$ cat config.mk
export PLATFORM = sky130hd
export DESIGN_NAME = mdio_master
export DESIGN_NICKNAME = d
export VERILOG_FILES = /design/src/rtl/mdio_pkg.sv /design/src/rtl/mdio_clkgen.sv /design/src/rtl/mdio_frame_engine.sv /design/src/rtl/mdio_host_regs.sv /design/src/rtl/mdio_master.sv
export SDC_FILE = /design/constraint.sdc
export NUM_CORES = 1
export LEC_CHECK = 0
export ABC_AREA = 1
export BUFFER_PORTS_ARGS = -buffer_cell sky130_fd_sc_hd__clkbuf_2
export CAP_MARGIN = 20
export CORE_MARGIN = 5
export CORE_UTILIZATION = 46
export DETAILED_ROUTE_END_ITERATION = 10
export HOLD_SLACK_MARGIN = 0.15
export PLACE_DENSITY = 0.75
export SYNTH_ARGS = -nofsm -noshare
export SYNTH_HDL_FRONTEND = slang
export SYNTH_SLANG_ARGS = --single-unit
$ cat constraint.sdc
create_clock -name clk -period 2 [get_ports clk]
set_input_delay 0 -clock clk [delete_from_list [all_inputs] [get_ports clk]]
set_output_delay 0 -clock clk [all_outputs]
set_load 0.01 [all_outputs]
$ cat src/rtl/mdio_pkg.sv
package mdio_pkg;

    localparam int FRAME_BITS = 64;
    localparam int DATA_W     = 16;
    localparam int ADDR_W     = 5;
    localparam int PRE_BITS   = 32;
    localparam int HOST_W     = 16;

    // number of bits the master drives during a read (preamble..register address)
    localparam int DRIVE_BITS_READ = PRE_BITS + 2 + 2 + 2 * ADDR_W;

    // command word layout, decoded by host software
    localparam int REG_LSB  = 0;
    localparam int PHY_LSB  = 5;
    localparam int OP_LSB   = 10;
    localparam int IDLE_BIT = 12;

    typedef enum logic [1:0] {
        OP_NONE  = 2'd0,
        OP_WRITE = 2'd1,
        OP_READ  = 2'd2,
        OP_RSVD  = 2'd3
    } mdio_op_e;

    typedef enum logic [1:0] {
        SEL_CTRL  = 2'd0,
        SEL_WDATA = 2'd1,
        SEL_RDATA = 2'd2,
        SEL_NONE  = 2'd3
    } host_sel_e;

    typedef struct packed {
        mdio_op_e          op;
        logic [ADDR_W-1:0] phy;
        logic [ADDR_W-1:0] regn;
    } mdio_cmd_t;

    function automatic logic [FRAME_BITS-1:0] build_frame(mdio_cmd_t c,
                                                          logic [DATA_W-1:0] wd);
        logic [1:0]        ta;
        logic [DATA_W-1:0] body;
        ta   = (c.op == OP_WRITE) ? 2'b10 : 2'b11;
        body = (c.op == OP_WRITE) ? wd : {DATA_W{1'b1}};
        return {{PRE_BITS{1'b1}}, 2'b01, c.op, c.phy, c.regn, ta, body};
    endfunction

endpackage

$ cat src/rtl/mdio_clkgen.sv
module mdio_clkgen #(
    parameter int HALF = 10
) (
    input  logic clk,
    input  logic rst,
    input  logic start,
    input  logic stop,
    input  logic run,
    output logic mdc,
    output logic at_rise,
    output logic at_fall
);
    localparam int CW = (HALF > 1) ? $clog2(HALF) : 1;
    localparam logic [CW-1:0] WRAP_VAL = CW'(HALF - 1);

    logic [CW-1:0] cnt;
    logic          mdc_q;
    logic          wrap;

    assign wrap    = run && (cnt == WRAP_VAL);
    assign at_rise = wrap && !mdc_q;
    assign at_fall = wrap && mdc_q;
    assign mdc     = mdc_q;

    always_ff @(posedge clk) begin
        if (rst) begin
            cnt   <= '0;
            mdc_q <= 1'b1;
        end else if (start) begin
            cnt   <= '0;
            mdc_q <= 1'b0;
        end else if (stop) begin
            cnt   <= '0;
            mdc_q <= 1'b1;
        end else if (run) begin
            if (wrap) begin
                cnt   <= '0;
                mdc_q <= ~mdc_q;
            end else begin
                cnt <= cnt + 1'b1;
            end
        end
    end

endmodule

$ cat src/rtl/mdio_frame_engine.sv
module mdio_frame_engine
    import mdio_pkg::*;
(
    input  logic                  clk,
    input  logic                  rst,
    input  logic                  start,
    input  logic [FRAME_BITS-1:0] frame_in,
    input  logic                  rd_in,
    input  logic                  at_rise,
    input  logic                  at_fall,
    input  logic                  mdio_i,
    output logic                  busy,
    output logic                  last,
    output logic                  rd_done,
    output logic                  mdio_o,
    output logic                  mdio_oe,
    output logic [DATA_W-1:0]     rx_data
);
    localparam int BCW = $clog2(FRAME_BITS);
    localparam logic [BCW-1:0] LAST_IDX = BCW'(FRAME_BITS - 1);
    localparam logic [BCW-1:0] REL_IDX  = BCW'(DRIVE_BITS_READ);
    localparam logic [BCW-1:0] CAP_IDX  = BCW'(FRAME_BITS - DATA_W);

    logic [FRAME_BITS-1:0] sh;
    logic [BCW-1:0]        bitc;
    logic                  busy_q;
    logic                  rd_q;
    logic [DATA_W-1:0]     rx_q;

    assign busy    = busy_q;
    assign last    = busy_q && at_fall && (bitc == LAST_IDX);
    assign rd_done = last && rd_q;
    assign mdio_o  = busy_q ? sh[FRAME_BITS-1] : 1'b1;
    assign mdio_oe = busy_q && (!rd_q || (bitc < REL_IDX));
    assign rx_data = rx_q;

    always_ff @(posedge clk) begin
        if (rst) begin
            busy_q <= 1'b0;
            rd_q   <= 1'b0;
            bitc   <= '0;
            sh     <= '1;
            rx_q   <= '0;
        end else if (start) begin
            busy_q <= 1'b1;
            rd_q   <= rd_in;
            bitc   <= '0;
            sh     <= frame_in;
        end else if (busy_q) begin
            if (at_fall) begin
                if (bitc == LAST_IDX) begin
                    busy_q <= 1'b0;
                end else begin
                    sh   <= sh << 1;
                    bitc <= bitc + 1'b1;
                end
            end
            if (at_rise && rd_q && (bitc >= CAP_IDX)) begin
                rx_q <= {rx_q[DATA_W-2:0], mdio_i};
            end
        end
    end

    AST_RX_ONLY_RELEASED: assert property (@(posedge clk) disable iff (rst)
        (busy_q && rd_q && at_rise && (bitc >= CAP_IDX)) |-> !mdio_oe);

endmodule

$ cat src/rtl/mdio_host_regs.sv
module mdio_host_regs
    import mdio_pkg::*;
(
    input  logic                  clk,
    input  logic                  rst,
    input  logic [1:0]            host_sel,
    input  logic                  host_we,
    input  logic [HOST_W-1:0]     host_wdata,
    input  logic                  busy,
    input  logic                  rd_done,
    input  logic [DATA_W-1:0]     rx_data,
    output logic                  start,
    output logic [FRAME_BITS-1:0] frame,
    output logic                  rd_req,
    output logic [HOST_W-1:0]     host_rdata
);
    mdio_cmd_t         cmd_q;
    mdio_cmd_t         cmd_new;
    logic [DATA_W-1:0] wd_q;
    logic [DATA_W-1:0] rd_q;
    logic              ctrl_hit;
    logic              op_ok;
    host_sel_e         sel;

    assign sel = host_sel_e'(host_sel);

    always_comb begin
        cmd_new.op   = mdio_op_e'(host_wdata[OP_LSB +: 2]);
        cmd_new.phy  = host_wdata[PHY_LSB +: ADDR_W];
        cmd_new.regn = host_wdata[REG_LSB +: ADDR_W];
    end

    assign op_ok    = (cmd_new.op == OP_WRITE) || (cmd_new.op == OP_READ);
    assign ctrl_hit = host_we && (sel == SEL_CTRL);
    assign start    = ctrl_hit && !busy && op_ok;
    assign frame    = build_frame(cmd_new, wd_q);
    assign rd_req   = (cmd_new.op == OP_READ);

    always_ff @(posedge clk) begin
        if (rst) begin
            cmd_q <= '{op: OP_NONE, phy: '0, regn: '0};
            wd_q  <= '0;
            rd_q  <= '0;
        end else begin
            if (start) begin
                cmd_q <= cmd_new;
            end
            if (host_we && (sel == SEL_WDATA)) begin
                wd_q <= host_wdata;
            end
            if (rd_done) begin
                rd_q <= rx_data;
            end
        end
    end

    always_comb begin
        host_rdata = '0;
        case (sel)
            SEL_CTRL: begin
                host_rdata[IDLE_BIT]              = !busy;
                host_rdata[OP_LSB +: 2]           = cmd_q.op;
                host_rdata[PHY_LSB +: ADDR_W]     = cmd_q.phy;
                host_rdata[REG_LSB +: ADDR_W]     = cmd_q.regn;
            end
            SEL_WDATA: host_rdata = wd_q;
            SEL_RDATA: host_rdata = rd_q;
            default:   host_rdata = '0;
        endcase
    end

    AST_BADOP_NO_START: assert property (@(posedge clk) disable iff (rst)
        (ctrl_hit && !busy && !op_ok) |=> !busy);
    AST_BUSY_CMD_HELD: assert property (@(posedge clk) disable iff (rst)
        (ctrl_hit && busy) |=> $stable(cmd_q));
    AST_RDATA_HOLD: assert property (@(posedge clk) disable iff (rst)
        !rd_done |=> $stable(rd_q));
    AST_START_BUSY: assert property (@(posedge clk) disable iff (rst)
        start |=> busy);

endmodule

$ cat src/rtl/mdio_master.sv
module mdio_master
    import mdio_pkg::*;
#(
    parameter int CLK_HZ = 50_000_000,
    parameter int MDC_HZ = 2_500_000
) (
    input  logic              clk,
    input  logic              rst,
    input  logic [1:0]        host_sel,
    input  logic              host_we,
    input  logic [HOST_W-1:0] host_wdata,
    output logic [HOST_W-1:0] host_rdata,
    output logic              mdc,
    output logic              mdio_o,
    output logic              mdio_oe,
    input  logic              mdio_i
);
    localparam int HALF_RAW = (CLK_HZ + 2 * MDC_HZ - 1) / (2 * MDC_HZ);
    localparam int HALF     = (HALF_RAW < 1) ? 1 : HALF_RAW;

    logic                  start;
    logic                  busy;
    logic                  last;
    logic                  rd_done;
    logic                  rd_req;
    logic                  at_rise;
    logic                  at_fall;
    logic [FRAME_BITS-1:0] frame;
    logic [DATA_W-1:0]     rx_data;

    mdio_host_regs u_regs (
        .clk        (clk),
        .rst        (rst),
        .host_sel   (host_sel),
        .host_we    (host_we),
        .host_wdata (host_wdata),
        .busy       (busy),
        .rd_done    (rd_done),
        .rx_data    (rx_data),
        .start      (start),
        .frame      (frame),
        .rd_req     (rd_req),
        .host_rdata (host_rdata)
    );

    mdio_clkgen #(.HALF(HALF)) u_clk (
        .clk     (clk),
        .rst     (rst),
        .start   (start),
        .stop    (last),
        .run     (busy),
        .mdc     (mdc),
        .at_rise (at_rise),
        .at_fall (at_fall)
    );

    mdio_frame_engine u_eng (
        .clk      (clk),
        .rst      (rst),
        .start    (start),
        .frame_in (frame),
        .rd_in    (rd_req),
        .at_rise  (at_rise),
        .at_fall  (at_fall),
        .mdio_i   (mdio_i),
        .busy     (busy),
        .last     (last),
        .rd_done  (rd_done),
        .mdio_o   (mdio_o),
        .mdio_oe  (mdio_oe),
        .rx_data  (rx_data)
    );

    AST_IDLE_PINS: assert property (@(posedge clk) disable iff (rst)
        !busy |-> (mdc && !mdio_oe));
    AST_DATA_ON_FALL: assert property (@(posedge clk) disable iff (rst)
        (busy && $past(busy) && !$stable(mdio_o)) |-> $fell(mdc));

endmodule

==> out/results.ini, run 1 <==
[outcome]
status = complete, no violations

[setup_path]
worstPathCellList = dlygate4sd3_1, clkbuf_2, inv_1, ha_1, inv_1, nand2_1, inv_1, nand2_2, buf_8, nand2_1, a21oi_1, dlygate4sd3_1
critPathKind = input pin to register
cp-end-kind = register
r2r_cells = 8
required_ps = 2300
cp-start-kind = input pin
slowest_delay_ps = 570
critPathArrivalTime_ps = 2230
crit_path_max_fanout = 12
crit_top_cell = inv_1
cpMaxStageDelayCell = dlygate4sd3_1

[final_layout]
syn_to_final_growth_pct = 24.2
final_layout_size_suffix_gt1_frac = 0.116
nets = 980
diodes = 0
nFillCells = 1144
finalNonFillerCells = 1134

[route]
drt_iter0_markers = 480
firstDrtPassIters = 5
vias = 5613
drtAntennaViolNets = 0
drt-total-wl_um = 14600
wl_per_cell_um = 12.9
drc = 0
via_per_inst = 4.95

[timing]
maxSlewViolCount = 0
maxSlewHeadroom = 0.626
finClkSkew_ps = 4.40
fmax_mhz = 519
fin_tns_setup_ps = 0
tightest_slew_ps = 557
holdWs_ps = 357
setup_viol = 0
final-hold-violation-count = 0
layout_min_cycle_time_ps = 1930
finalCritPeriodShare = 0.963

[synth]
synth_top_area_frac = 0.461
netlist_instances = 882
synth.most_common_cell = nand2_1
synth_edf_count = 0
yosys-top-cells-area = dfxtp_1 (46%), nand2_1 (20%), nor2_1 (5.9%)
ys_seq_area_frac = 0.461
synth_area_per_cell_um2 = 6.74
syn_nets = 913
ys_warn_count = 0
async_flop_share = 0
syn_area_mm2 = 0.00595
ys_types = 23
synth_seq_cells = 137
yosys.area.top_type = dfxtp_1
synthTopCellsByCount = nand2_1 (316), dfxtp_1 (137), nor2_1 (93)
ys.flop_type = dfxtp_1

[clock_network]
h-tree-depth = 4
cts_root_buf = clkbuf_16
clk_pin_slew_ps = 60
clk_latency_ps = 420
cts_tree = yes
cts_made_buffers = 17
cts_sinks = 137
cts_buffer_depth = 2

[global_routing]
grt.overflow.total = 0
grt_max_degree = 41
gr-usage-all-layers = 0.197
grt_pass1_vias = 5342
antenna_found_initial = 0
grt_pass1_wl_um = 24100

[pwr]
p_switching_mw = 1.43
pwr-share-seq = 0.430
leakage_nw = 3.53
ir_drop_mv = 0.574
pwr-share-clk = 0.512
p_comb_frac = 0.058
power_density_mw_per_mm2 = 888
switching_share = 0.219
p_int_mw = 5.12

[floorplanning]
fp-row-count = 41
fp.dieH_um = 124
coreArea_mm2 = 0.0127
dieArea_mm2 = 0.0153
initial_core_util = 0.469
die_w_um = 124
top_level_ports = 41

[hold_path]
hold_class = input pin to register
hold_depth = 6

[flow_run]
cap_violations = 0

[placement]
numPortBuffers = 40
dp_hpwl_um = 9180
place_congestion = 0.804
placed_cells = 1066

## cells in the final DEF (no fill, tap or decap), drive strengths merged
cell type     instances
nor2                 96
dlymetal6s4s          1
nor3                  4
ha                    9
buf                  26
nand2               318
inv                  85
dfxtp               137
a21oi                58
dlygate4sd3          28
bufinv                4
nand3                68
clkbuf               63
xnor2                 2
clkinvlp              2
nand3b                1
or2                   1
o21ai                37
nand4                16
clkinv                5
xor2                  1
## routing by layer
metal | global-route usage | share of wire | up-vias
li1 | - | - | 2888
met3 | 0.0550 | 0.052 | 21
met5 | 0 | 0 | -
met1 | 0.240 | 0.44 | 2577
met4 | 0.0706 | 0.018 | 0
met2 | 0.332 | 0.49 | 127
## state kept, by name, indices dropped and copies added, names as in the netlist
| register | cells |
|---|---|
| u_eng.rd_q | 1 |
| u_regs.wd_q | 16 |
| u_eng.busy | 1 |
| u_regs.cmd_q | 12 |
| u_eng.rx_data | 16 |
| u_eng.bitc | 6 |
| u_clk.mdc | 1 |
| u_regs.rd_q | 16 |
| u_eng.sh | 64 |
| u_clk.cnt | 4 |
## worst max-delay path, delay by kind of cell
family	cells	cell delay, ps
buffers and inverters	7	1590
adder cells (fa/ha/maj)	1	280
AND/OR/NAND/NOR	3	280
AO/OA/AOI/OAI	1	60
## power by group through the flow
stage          combinational, mW  clock, mW  sequential, mW
2_1_floorplan              0.213          0            2.86
3_3_place_gp               0.307          0            2.87
3_5_place_dp               0.313          0            2.87
4_1_cts                    0.356       3.40            2.81
5_1_grt                    0.426       3.52            2.82
6_report                   0.381       3.36            2.81
## area by class of cell
type                       count  area [um^2]  area share
clock buffer                  21          470      0.0637
clock inverter                11          168      0.0227
inverter                      85          319      0.0432
multi-input combinational    611         2700       0.365
sequential                   137         2740       0.372
tap                          172          215      0.0292
timing repair buffer          97          771       0.104
## per-stage QoR
stage                     cell area, um^2  setup slack [ps]  power [mW]  utilization
after floorplan                      5950               442        3.08            -
after global placement               6330               184        3.18        0.499
after detailed placement             6330               109        3.18        0.499
after CTS                            7260              29.0        6.56        0.573
after global routing                 7380             -13.1        6.76        0.583
final                                7380              73.6        6.55        0.583
## cell families (layout without fill, tap and decap cells)
kind of cell / after synthesis / in the layout / synth area share
simple gates: 504 / 504 / 0.346
flops: 137 / 137 / 0.461
buf+inv: 134 / 214 / 0.0894
compound gates: 95 / 95 / 0.0800
fa+ha+maj: 9 / 9 / 0.0189
xor+xnor: 3 / 3 / 0.00442
## what timing repair did
item	4_1_cts	5_1_grt
hold buffers	29	0
buffers inserted	0	4
hold endpoints to repair	44	0
setup endpoints to repair	0	20
gates resized for setup	0	10
## final timing paths
check,slack [ps],startpoint,end
worst max register to register,190,u_eng.busy,u_regs.cmd_q[5]
worst max-delay path,70,host_wdata[10],u_regs.cmd_q[5]
worst min-delay path,360,host_sel[0],u_regs.wd_q[9]
worst min register to register,450,u_eng.sh[26],u_eng.sh[27]
No activity file was read; power rests on OpenSTA's default activity.
==> run 2, diff against run 1 <==
- ABC_AREA: 1 -> unset
- PLACE_DENSITY: 0.75 -> 0.76
- TNS_END_PERCENT: unset -> 100
==> run 2 against run 1 <==
Synthesized cell count down 25%; area after synthesis is 6.5% lower; sequential power hardly changed; register-to-register slack lost 120 ps; critical endpoint is now u_eng.bitc[5]; largest power group unchanged; fmax is 0.31% lower; sequential cell count stayed put; final area fell by 7.2%; worst setup slack worse by 5.9 ps; combinational power fell by 18%.
==> out/results.ini, run 2 <==
[synth]
ys.flop_type = dfxtp_1
syn_area_mm2 = 0.00556
async_flop_share = 0
yosys.area.top_type = dfxtp_1
synth_seq_cells = 137
netlist_instances = 662
synth_area_per_cell_um2 = 8.40
synth_top_area_frac = 0.493
yosys-top-cells-area = dfxtp_1 (49%), nand2_1 (11%), a21oi_1 (4.7%)
ys_seq_area_frac = 0.493
synth.most_common_cell = nand2_1
syn_nets = 693
synthTopCellsByCount = nand2_1 (165), dfxtp_1 (137), a21oi_1 (52)
synth_edf_count = 0
ys_warn_count = 0
ys_types = 41

[pwr]
ir_drop_mv = 0.628
pwr-share-seq = 0.438
power_density_mw_per_mm2 = 936
leakage_nw = 2.78
switching_share = 0.213
p_comb_frac = 0.049
p_switching_mw = 1.37
p_int_mw = 5.05
p_total_mw = 6.42
pwr-share-clk = 0.513

[route]
vias = 4893
via_per_inst = 5.59
drt-total-wl_um = 13400
drtAntennaViolNets = 0
firstDrtPassIters = 6
wl_per_cell_um = 15.3
drc = 0
drt_iter0_markers = 677

[setup_path]
rr_startpoint = u_eng.bitc[0]
required_ps = 2360
r2r_cells = 6
r2r_end = u_eng.bitc[5]
critPathKind = register to register
reg2reg_slack_ps = 70
crit_path_max_fanout = 9
worstSetupStartpoint = u_eng.bitc[0]
cp-end-kind = register
cp-start-kind = register
critPathArrivalTime_ps = 2300
endpoint = u_eng.bitc[5]

[clock_network]
cts_tree = yes
cts_buffer_depth = 2
post_cts_buffers = 0
cts_sinks = 137
clk_latency_ps = 420
cts_root_buf = clkbuf_16
clk_pin_slew_ps = 60
h-tree-depth = 4
cts_made_buffers = 17

[final_layout]
layout_commonest_cell = nand2_1
largest_register_ffs = 64
nets = 747
syn_to_final_growth_pct = 23.3
finalNonFillerCells = 875
final_layout_size_suffix_gt1_frac = 0.150
top_register = u_eng.sh
diodes = 0
final_cell_mix = nand2_1 (165), dfxtp_1 (136), a21oi_1 (52)

[placement]
place_congestion = 0.809
numPortBuffers = 40
placed_cells = 825
dp_hpwl_um = 8910

[global_routing]
met3_usage = 0.0509
antenna_found_initial = 0
met2_usage = 0.298
grt_pass1_vias = 4566
grt_pass1_wl_um = 22200
gr-usage-all-layers = 0.190
top_usage_layer = met2
gr-usage-met1 = 0.251
grt.overflow.total = 0
grt_max_degree = 66

[floorplanning]
coreArea_mm2 = 0.0119
fp.dieH_um = 120
dieArea_mm2 = 0.0144
initial_core_util = 0.467
top_level_ports = 41
fp-row-count = 40
die_w_um = 120

[timing]
final-hold-violation-count = 0
rsz0062_at_grt = false
maxSlewHeadroom = 0.523
fmax_mhz = 518
layout_min_cycle_time_ps = 1930
finClkSkew_ps = 5.63
tightest_slew_ps = 715
finalCritPeriodShare = 0.966
setup_viol = 0
maxSlewViolCount = 0

[flow_run]
cap_violations = 0

[outcome]
status = complete, no violations

[hold_path]
hold_class = input pin to register

-- run 2: cell types whose count changed after synthesis, moves of 16 or more --
| cell | delta |
|---|---|
| mux2i_1 | +16 |
| nand2_1 | -151 |
| a221o_1 | +26 |
| o21ai_0 | -19 |
| nor2_1 | -55 |
| inv_1 | -57 |
| nand3_1 | -28 |
| or3_1 | +17 |
-- run 2: repair_timing --
action | in CTS | in global routing
resized for setup | 1 | 7
setup endpoints to repair | 13 | 66
hold endpoints to repair | 66 | 0
hold buffers | 19 | 0
-- run 2: through the flow --
stage                     hold WS, ps  setup TNS, ps  instance area (um^2)  setup WS, ps  utilization
after detailed placement          246           -553                  6000         -66.7        0.504
after CTS                         348              0                  6820          4.10        0.573
final                             356              0                  6850          67.7        0.575
after floorplan                   136              0                  5560           242            -
after global placement            243              0                  6000          10.8        0.504
after global routing              385              0                  6850          13.0        0.575
-- run 2: power groups by stage --
stage                     Clock, mW  Sequential [mW]  Combinational, mW
after floorplan                   0             2.85              0.176
after global placement            0             2.86              0.267
after detailed placement          0             2.87              0.277
after CTS                      3.33             2.81              0.308
after global routing           3.47             2.81              0.342
final                          3.29             2.81              0.313
-- run 2: logic make-up after synthesis --
| logic type | count (synthesis) | synth area share |
|---|---|---|
| DFF | 137 | 0.493 |
| and+or+nand+nor | 284 | 0.226 |
| xor gates and xnor gates | 4 | 0.00630 |
| AOI/OAI and AO/OA | 133 | 0.167 |
| buffers and inverters | 79 | 0.0583 |
| muxes | 16 | 0.0288 |
| adders and majority gates | 9 | 0.0203 |
-- run 2: worst max-delay path, cell delays in order, from the launching register on --
cell and delay [ps]:
dfxtp_1 310, ha_1 210, and2_1 200, buf_4 160, a211o_2 410, or4_1 510, nand2_1 70
-- run 2: worst min path at each step --
stage,cells past startpoint,startpoint,endpoint,slack (ps)
after global placement,3,host_wdata[13],u_regs.wd_q[13],240
after global routing,4,host_wdata[13],u_regs.wd_q[13],380
final,4,mdio_i,u_eng.rx_data[0],360
after floorplan,2,host_wdata[0],u_regs.cmd_q[0],140
after CTS,4,mdio_i,u_eng.rx_data[0],350
after detailed placement,3,host_wdata[13],u_regs.wd_q[13],250
-- run 2: layout make-up --
type	count	area, um^2
clock buffers	20	457
clock inverters	11	170
fillers	1031	5060
inverters	26	97.6
multi-input cells	446	2540
flip-flops and latches	137	2740
well taps	147	184
repair buffers	88	657
-- run 2: per-layer routing --
metal  routed length, um  part of all wire
met1                6120              0.46
met2                6260              0.47
met3                 774             0.058
met4                 232             0.017
met5                   0                 0
